===== src/rtl/stepcore_pkg.sv =====
package stepcore_pkg;

    localparam int XLEN      = 32;
    localparam int REG_CNT   = 32;
    localparam int RADDR_W   = $clog2(REG_CNT);
    localparam int IMG_WORDS = 32;
    localparam int PC_W      = $clog2(IMG_WORDS);

    typedef logic [IMG_WORDS-1:0][XLEN-1:0] rom_image_t;

    localparam logic [6:0] OPC_ALU_REG = 7'b0110011;
    localparam logic [6:0] OPC_ALU_IMM = 7'b0010011;
    localparam logic [6:0] OPC_BRANCH  = 7'b1100011;
    localparam logic [6:0] OPC_PRINT   = 7'b1111111;

    typedef enum logic {
        ST_FETCH = 1'b0,
        ST_EXEC  = 1'b1
    } state_t;

    typedef struct packed {
        logic reg_write;
        logic use_imm;
        logic is_branch;
        logic is_print;
    } ctrl_t;

    function automatic logic [31:0] enc_addi(input int rd, input int rs1, input int imm);
        logic [11:0] v;
        v = 12'(imm);
        return {v, 5'(rs1), 3'b000, 5'(rd), OPC_ALU_IMM};
    endfunction

    function automatic logic [31:0] enc_add(input int rd, input int rs1, input int rs2);
        return {7'b0, 5'(rs2), 5'(rs1), 3'b000, 5'(rd), OPC_ALU_REG};
    endfunction

    // word offset w: w[11]->31, w[10]->7, w[9:4]->30:25, w[3:0]->11:8
    function automatic logic [31:0] enc_beq(input int rs1, input int rs2, input int off);
        logic [11:0] w;
        w = 12'(off);
        return {w[11], w[9:4], 5'(rs2), 5'(rs1), 3'b000, w[3:0], w[10], OPC_BRANCH};
    endfunction

    function automatic logic [31:0] enc_print(input int rs1);
        return {12'b0, 5'(rs1), 3'b000, 5'b0, OPC_PRINT};
    endfunction

    // Fibonacci loop placed at word 'base'; every other word is a self-branch.
    function automatic rom_image_t fib_image(input int base);
        rom_image_t img;
        for (int k = 0; k < IMG_WORDS; k++) img[k] = enc_beq(0, 0, 0);
        img[base+0]  = enc_addi(1, 0, 0);
        img[base+1]  = enc_addi(2, 0, 1);
        img[base+2]  = enc_addi(4, 0, 0);
        img[base+3]  = enc_addi(5, 0, 10);
        img[base+4]  = enc_beq(4, 5, 7);
        img[base+5]  = enc_add(3, 1, 2);
        img[base+6]  = enc_addi(1, 2, 0);
        img[base+7]  = enc_addi(2, 3, 0);
        img[base+8]  = enc_print(3);
        img[base+9]  = enc_addi(4, 4, 1);
        img[base+10] = enc_beq(0, 0, -6);
        img[base+11] = enc_print(3);
        img[base+12] = enc_beq(0, 0, -1);
        return img;
    endfunction

endpackage


===== src/rtl/stepcore_rom.sv =====
module stepcore_rom
    import stepcore_pkg::*;
#(
    parameter rom_image_t IMAGE = fib_image(0)
) (
    input  logic            clk,
    input  logic [PC_W-1:0] addr,
    output logic [XLEN-1:0] data_q
);

    always_ff @(posedge clk) begin
        data_q <= IMAGE[addr];
    end

endmodule


===== src/rtl/stepcore_regbank.sv =====
module stepcore_regbank
    import stepcore_pkg::*;
(
    input  logic               clk,
    input  logic               we,
    input  logic [RADDR_W-1:0] wa,
    input  logic [XLEN-1:0]    wd,
    input  logic [RADDR_W-1:0] ra,
    input  logic [RADDR_W-1:0] rb,
    output logic [XLEN-1:0]    qa,
    output logic [XLEN-1:0]    qb
);

    logic [XLEN-1:0] slot [REG_CNT];

    for (genvar g = 0; g < REG_CNT; g++) begin : g_slot
        if (g == 0) begin : g_zero
            assign slot[g] = '0;
        end else begin : g_store
            logic [XLEN-1:0] q;
            always_ff @(posedge clk) begin
                if (we && wa == RADDR_W'(g)) q <= wd;
            end
            assign slot[g] = q;
        end
    end

    assign qa = slot[ra];
    assign qb = slot[rb];

endmodule


===== src/rtl/stepcore_decode.sv =====
module stepcore_decode
    import stepcore_pkg::*;
(
    input  logic [XLEN-1:0]    instr,
    output ctrl_t              ctrl,
    output logic [RADDR_W-1:0] rd,
    output logic [RADDR_W-1:0] rs1,
    output logic [RADDR_W-1:0] rs2,
    output logic [XLEN-1:0]    imm
);

    logic [6:0] opcode;
    logic [2:0] funct3;
    logic [6:0] funct7;

    assign opcode = instr[6:0];
    assign funct3 = instr[14:12];
    assign funct7 = instr[31:25];
    assign rd     = instr[11:7];
    assign rs1    = instr[19:15];
    assign rs2    = instr[24:20];

    always_comb begin
        ctrl = '0;
        imm  = '0;
        unique case (opcode)
            OPC_ALU_IMM: begin
                if (funct3 == 3'b000) begin
                    ctrl.reg_write = 1'b1;
                    ctrl.use_imm   = 1'b1;
                end
                imm = {{(XLEN-12){instr[31]}}, instr[31:20]};
            end
            OPC_ALU_REG: begin
                ctrl.reg_write = (funct3 == 3'b000) && (funct7 == 7'b0);
            end
            OPC_BRANCH: begin
                ctrl.is_branch = (funct3 == 3'b000);
                imm = {{(XLEN-12){instr[31]}}, instr[31], instr[7], instr[30:25], instr[11:8]};
            end
            OPC_PRINT: begin
                ctrl.is_print = 1'b1;
            end
            default: begin
                ctrl = '0;
            end
        endcase
    end

endmodule


===== src/rtl/stepcore_alu.sv =====
module stepcore_alu
    import stepcore_pkg::*;
(
    input  logic [XLEN-1:0] op_a,
    input  logic [XLEN-1:0] op_b_reg,
    input  logic [XLEN-1:0] op_b_imm,
    input  logic            use_imm,
    output logic [XLEN-1:0] sum,
    output logic            equal
);

    logic [XLEN-1:0] op_b;

    assign op_b  = use_imm ? op_b_imm : op_b_reg;
    assign sum   = op_a + op_b;
    assign equal = (op_a == op_b_reg);

endmodule


===== src/rtl/step_core.sv =====
module step_core
    import stepcore_pkg::*;
#(
    parameter rom_image_t PROGRAM = fib_image(0)
) (
    input  logic            clk,
    input  logic            rst,
    input  logic            step_en,
    output logic [PC_W-1:0] pc_out,
    output logic [XLEN-1:0] print_data,
    output logic            print_valid
);

    state_t             state_q, state_nx;
    logic               in_exec;
    logic [PC_W-1:0]    pc_q, pc_nx;
    logic [XLEN-1:0]    instr;
    ctrl_t              ctrl;
    logic [RADDR_W-1:0] rd, rs1, rs2;
    logic [XLEN-1:0]    imm, rs1_data, rs2_data, alu_sum;
    logic               eq, take_branch, rf_we;

    // state register
    always_ff @(posedge clk) begin
        if (rst) state_q <= ST_FETCH;
        else     state_q <= state_nx;
    end

    // next-state logic
    always_comb begin
        state_nx = state_q;
        unique case (state_q)
            ST_FETCH: state_nx = step_en ? ST_EXEC : ST_FETCH;
            ST_EXEC:  state_nx = ST_FETCH;
            default:  state_nx = ST_FETCH;
        endcase
    end

    assign in_exec = (state_q == ST_EXEC);

    stepcore_rom #(.IMAGE(PROGRAM)) u_rom (
        .clk    (clk),
        .addr   (pc_q),
        .data_q (instr)
    );

    stepcore_decode u_dec (
        .instr (instr),
        .ctrl  (ctrl),
        .rd    (rd),
        .rs1   (rs1),
        .rs2   (rs2),
        .imm   (imm)
    );

    stepcore_regbank u_rf (
        .clk (clk),
        .we  (rf_we),
        .wa  (rd),
        .wd  (alu_sum),
        .ra  (rs1),
        .rb  (rs2),
        .qa  (rs1_data),
        .qb  (rs2_data)
    );

    stepcore_alu u_alu (
        .op_a     (rs1_data),
        .op_b_reg (rs2_data),
        .op_b_imm (imm),
        .use_imm  (ctrl.use_imm),
        .sum      (alu_sum),
        .equal    (eq)
    );

    assign rf_we       = in_exec && ctrl.reg_write;
    assign take_branch = ctrl.is_branch && eq;
    assign pc_nx       = take_branch ? (pc_q + imm[PC_W-1:0]) : (pc_q + 1'b1);

    // program counter and print outputs
    always_ff @(posedge clk) begin
        if (rst) begin
            pc_q        <= '0;
            print_data  <= '0;
            print_valid <= 1'b0;
        end else begin
            print_valid <= in_exec && ctrl.is_print;
            if (in_exec) begin
                pc_q <= pc_nx;
                if (ctrl.is_print) print_data <= rs1_data;
            end
        end
    end

    assign pc_out = pc_q;

endmodule


===== config.mk =====
export PLATFORM = sky130hd
export DESIGN_NAME = step_core
export DESIGN_NICKNAME = d
export VERILOG_FILES = /design/src/rtl/stepcore_pkg.sv /design/src/rtl/stepcore_rom.sv /design/src/rtl/stepcore_regbank.sv /design/src/rtl/stepcore_decode.sv /design/src/rtl/stepcore_alu.sv /design/src/rtl/step_core.sv
export SDC_FILE = /design/constraint.sdc
export NUM_CORES = 1
export LEC_CHECK = 0
export BUFFER_PORTS_ARGS = -buffer_cell sky130_fd_sc_hd__clkbuf_2
export CELL_PAD_IN_SITES_DETAIL_PLACEMENT = 1
export CELL_PAD_IN_SITES_GLOBAL_PLACEMENT = 1
export CORE_MARGIN = 5
export CORE_UTILIZATION = 54
export CTS_CLUSTER_DIAMETER = 40
export CTS_CLUSTER_SIZE = 40
export DETAILED_ROUTE_END_ITERATION = 10
export GPL_TIMING_DRIVEN = 0
export HOLD_SLACK_MARGIN = 0.08
export PLACE_DENSITY_LB_ADDON = 0.05
export SYNTH_ARGS = -nofsm -noshare
export SYNTH_HDL_FRONTEND = slang
export SYNTH_SLANG_ARGS = --single-unit

===== constraint.sdc =====
create_clock -name clk -period 6.43 [get_ports clk]
set_input_delay 0.643 -clock clk [delete_from_list [all_inputs] [get_ports clk]]
set_output_delay 0.643 -clock clk [all_outputs]
set_load 0.005 [all_outputs]

Word-level counts from Yosys, hierarchy flattened
Memory sizes are Yosys's and may differ from the RTL's. A register that Yosys moved wholly into a read port is not among the register bits. Cells that the tools add are included.

Register bits: 1031. Bits in latches: 0. RAM bits: 0. Memory bits (read-only): 1024. Input bits: 3. Output and inout port bits: 38. Word-level logic and storage cells: 134. Memories: 1.

Memory list: (name not given) (words 32, width 32, rd ports 1, clocked after Yosys merged registers in 1, write ports 0, RTL line stepcore_rom.sv:12) `data_q <= IMAGE[addr];`.

Add/sub/neg operators: 3. $mul: 0. Div/mod/pow operators: 0. $lt $le $gt $ge: 2. Equal/unequal tests: 36. Shift operators: 0. Muxes and demuxes: 16. Bitwise logic cells: 3. Reduce and logical (&&, ||, !) cells: 38.

Operators by type and width (number): $bmux W32 S5 (2); $mux W32 (5); $eq A5 B5 Y1 const B (16); $pmux W32 S2 (1); $eq A5 B4 Y1 const B (8); $logic_and A1 B1 Y1 (35); $add A32 B32 Y32 (1); $eq A32 B32 Y1 (1); $eq A5 B3 Y1 const B (4); $eq A7 B7 Y1 const B (2); $ge A6 B6 Y1 const B (2); $not A5 Y6 (2); $eq A5 B2 Y1 const B (2); $eq A7 B5 Y1 const B (1); $eq A7 B6 Y1 const B (1); $logic_not A7 Y1 (1); $add A5 B1 Y5 const B (1); $add A5 B5 Y5 (1); $eq A5 B1 Y1 const B (1); $mux W5 (1); $mux W1 (4); $pmux W1 S2 (2); $logic_not A3 Y1 (1); $mux W2 (1); 2 further kinds (2).

Depth between registers and ports, before layout
Depth after elaboration: 7. Mapped depth: 21.

By module
From an unflattened synthesis, not the netlist that was laid out.

Cells, all modules: 3108. Area total of the unflattened synthesis: 51358.0 um2.

Modules (own cells, without submodules): stepcore_regbank (times used 1, cells an instance 2452, area an instance 46115.5 um2, sequential area each 29788.6 um2); stepcore_alu (times used 1, cells an instance 301, area an instance 2341.0 um2, sequential area each 0.0 um2); step_core (times used 1, cells an instance 189, area an instance 1531.5 um2, sequential area each 780.7 um2); stepcore_rom (times used 1, cells an instance 89, area an instance 830.8 um2, sequential area each 320.3 um2); stepcore_decode (times used 1, cells an instance 77, area an instance 539.3 um2, sequential area each 0.0 um2).

Worst setup path before layout
OpenSTA, ideal clock, no wires.

Path kind: register to register. Start point: register u_rom.data_q[20]. End point: register u_rf.g_slot[10].g_store.q[25] (data pin). Library setup time: 407 ps. Arrival time: 4615 ps. Required time: 6023 ps. Path slack: 1408 ps. Stages on the path, launching flop included: 18. Path buffers: 3. Clock period less this slack: 5022 ps. Path through: dfxtp_1 buf_6 buf_6 buf_6 mux4_2 a22oi_1 o31ai_1 nor2_1 nor2_1 ha_1 a21oi_1 o21ai_0 a41oi_1 o21ai_0 nand3_1 a22o_1 o21a_1 o311ai_0.

Word-level cells in the longest chain between the ends: 6. Elaborated cells between the ends (all ways): 7.

RTL lines: start: declaration (RTL line stepcore_rom.sv:8) `output logic [XLEN-1:0] data_q`; $not A5 Y6 (implied by the code) (RTL line stepcore_regbank.sv:29) `assign qb = slot[rb];`; $bmux W32 S5 (RTL line stepcore_regbank.sv:29); $mux W32 (implied by the code) (2 in series) (RTL line stepcore_regbank.sv:29); $mux W32 (*) (RTL line stepcore_alu.sv:14) `assign op_b = use_imm ? op_b_imm : op_b_reg;`; $add A32 B32 Y32 (*) (RTL line stepcore_alu.sv:15) `assign sum = op_a + op_b;`; net alu_sum[25] (RTL line step_core.sv:20) `logic [XLEN-1:0] imm, rs1_data, rs2_data, alu_sum;`; end signal: assignment (RTL line stepcore_regbank.sv:22) `if (we && wa == RADDR_W'(g)) q <= wd;`; end: declaration (RTL line stepcore_regbank.sv:20) `logic [XLEN-1:0] q;`.

The timed path passes the listed nets; every way through them passes the cells marked *. The select of a mux whose other input is x is not followed. A chain may end at the register's enable or synchronous reset.

Final worst setup path
Start point: register u_rom.data_q[21]. End point: register u_rf.g_slot[1].g_store.q[23] (data pin).

Word-level cells in the longest chain between the ends: 6. Elaborated cells between the ends (all ways): 7.

RTL lines (RTL line): $not A5 Y6 (implied by the code) (stepcore_regbank.sv:29); $bmux W32 S5 (stepcore_regbank.sv:29); $mux W32 (implied by the code) (2 in series) (stepcore_regbank.sv:29); $mux W32 (*) (stepcore_alu.sv:14); $add A32 B32 Y32 (*) (stepcore_alu.sv:15); net alu_sum[23] (step_core.sv:20); end signal: assignment (stepcore_regbank.sv:22); end: declaration (stepcore_regbank.sv:20).

Marked as above.

==> metrics.csv <==
metric,value,unit
drive_gt1_share,26.8,%
ys_top_cells_by_count,"edfxtp_1, mux4_2, nor2_1",
grt-ovfl-total,0,
vias_per_cell,6.79,
max-cap-violations,0,
max_freq,158,MHz
drc_errors,0,
crit_buf_inv,3,
synthCells,1613,
avgSynthCellArea,15.3,um2
setup_viol,0,
finish.utilization,64.4,%
dpl.hpwl,56.6,mm
die_area,0.0502,mm2
crit_path_start_kind,flop,
switchingPower,2.33,mW
cts_tree,done,
crit_fanout,16,
post-route-period-util,98.4,%
clockBufferDepth,3,
p_clk_share,49.7,%
nets,1810,
vias,16509,
slowest_delay,860,ps
r2r_end,u_rf.g_slot[1].g_store.q[23],
htree_levels,3,
cp-startpoint,u_rom.data_q[21],
min_path_type,in -> reg,
rrSetupSlack,100,ps
crit_type,reg -> reg,
track_usage,33.5,%
setup.worst_path.end,u_rf.g_slot[1].g_store.q[23],
wl_per_cell,34.4,um
synth_edf_count,480,
die_w,224,um
ys_ff_latch,535,
portBuffers,40,
finalCriticalPeriod,6330,ps
outcome,"complete, no violations",
clk_latency,650,ps
finalHoldViolCount,0,
arrival,6590,ps
peakVddDrop,0.000232,V
yosysMostFrequentCell,edfxtp_1,
crit_required,6690,ps
crit_family,compound AO/OA/AOI/OAI gates,
r2r-start,u_rom.data_q[21],
area_delta_synth_final,18.0,%
synth_nets,1659,
finalMaxSlewViolations,0,
drt_first_pass_iters,5,
synth-main-ff-cell,edfxtp_1,
timing.hold.ws,274,ps
io-pin-count,41,
pwr-share-comb,7.2,%
root_buffer,clkbuf_16,
antenna_left,0,
hold_start,step_en,
core,0.0453,mm2
crit_chain,buf_2 > buf_2 > mux4_2 > a22oi_1 > o31ai_1 > nor2_1 > nor2_1 > ha_1 > inv_1 > o21ai_0 > a41oi_2 > o21ai_0 > nand3_1 > a22o_1 > o21a_1 > xnor2_2,
skew,29.4,ps
fp.dieH,224,um
slowest_stage,xnor2_2,
power_frac_seq,43.1,%
synth.top_cell.area_share,58.3,%
numCtsBuffers,79,
leakagePower,10.3,nW
seq_area_frac_synth,62.8,%
crit_path_end_kind,flop,
drt-initial-drc-count,1965,
internal-power,6.68,mW
rsz0062_at_grt,false,
powerDensity,309,mW/mm2
yosys.cell_types.count,66,
start_util,54.6,%
critical_path_depth,16,
cts.sinks,535,
r2r_cells,16,
place_congestion,0.963,
wl,83.7,mm
num_rows,78,
grt_pass1_wl,121,mm
synth_area,0.0247,mm2
p_sw_share,25.9,%
relSlewSlack,8.52,%
ys_top_cells_by_area,"edfxtp_1, mux4_2, dfxtp_1, mux2_2, ha_1",
ys_warn_count,0,
synth_top_area_cell,edfxtp_1,
antenna_found_initial,1,
grt_pass1_vias,17160,
tightest_slew,1360,ps
grt_max_degree,27,
clk_pin_slew,50,ps
async_reset_ff_share,0,%
[power by group through the flow]
stage / Combinational (mW) / Clock, mW / Sequential [mW]
after CTS: 0.635 / 4.50 / 3.88
after floorplan: 0.403 / 0 / 3.94
after detailed placement: 0.621 / 0 / 3.95
after global routing: 0.689 / 4.69 / 3.88
final: 0.653 / 4.48 / 3.88
after global placement: 0.587 / 0 / 3.95
[sequential cells by signal (all words and copies together) (netlist names)]
register / count
print_valid: 1
u_rom.data_q: 16
pc_out: 5
in_exec: 1
u_rf.g_slot.g_store.q: 480
print_data: 32
[kinds of logic after synthesis]
| group | share of synthesized area, % |
|---|---|
| AO/OA/AOI/OAI | 8.33 |
| buffers and inverters | 3.15 |
| XOR/XNOR | 2.27 |
| AND/OR/NAND/NOR | 6.27 |
| adder cells (fa/ha/maj) | 2.24 |
| flip-flops | 62.8 |
| multiplexers | 15.0 |
[cell usage in the layout, fill, tap and decap left out, types with 7 or more instances in the layout]
cell type / instances
dfxtp_1: 54
nand4_1: 14
edfxtp_1: 480
clkbuf_2: 43
buf_12: 14
xnor2_2: 10
xnor2_1: 14
a21oi_1: 69
nor3_1: 7
inv_6: 7
inv_8: 10
nand2b_1: 8
a221oi_1: 33
clkinv_2: 9
mux2_2: 64
o31ai_1: 32
mux4_2: 126
ha_1: 41
buf_6: 24
clkinv_4: 13
clkbuf_16: 79
a21o_1: 15
o21ai_0: 42
buf_2: 18
nor2_4: 12
nor2b_1: 41
buf_4: 15
mux2i_1: 9
a221o_1: 32
nand3_1: 10
nand2_1: 84
clkbuf_1: 50
inv_1: 48
xor2_1: 36
nor2_1: 107
a22oi_1: 35
[through the flow]
step	setup WS, ps	setup TNS, ps	power (mW)	std cells	cell area (um2)
CTS	18.9	0	9.02	2425	29000
global route	32.1	0	9.26	2430	29200
global placement	-1460	-80620	4.54	2253	25700
detailed placement	-493	-16640	4.57	2278	26200
floorplan	1410	0	4.34	1613	24700
finish	100	0	9.01	2431	29200
[routing by layer]
| layer | global-route usage, % | wire (um) |
|---|---|---|
| met5 | 0 | 0 |
| met4 | 15.9 | 4780 |
| met3 | 7.29 | 7770 |
| met2 | 52.3 | 39000 |
| met1 | 45.2 | 32200 |
[worst min-delay path by stage]
stage	end	cells after the start
floorplan	print_data[3]	2
global placement	print_data[27]	2
detailed placement	print_data[8]	2
CTS	in_exec	2
global route	in_exec	2
finish	in_exec	2
[what timing repair did]
item,4_1_cts,5_1_grt
pin swaps,0,1
gates resized for setup,9,17
setup buffers,0,1
endpoints found under the setup margin,146,136
hold buffers,0,0
[area by class of cell]
type	instances	area, um2
Antenna cell	1	2.50
Tap cell	600	751
Buffer	101	603
Fill cell	4097	16100
Multi-Input combinational cell	928	8690
Clock inverter	63	776
Timing Repair Buffer	70	633
Inverter	49	184
Clock buffer	84	2010
Sequential cell	535	15500
(Power assumes the default switching activity.)
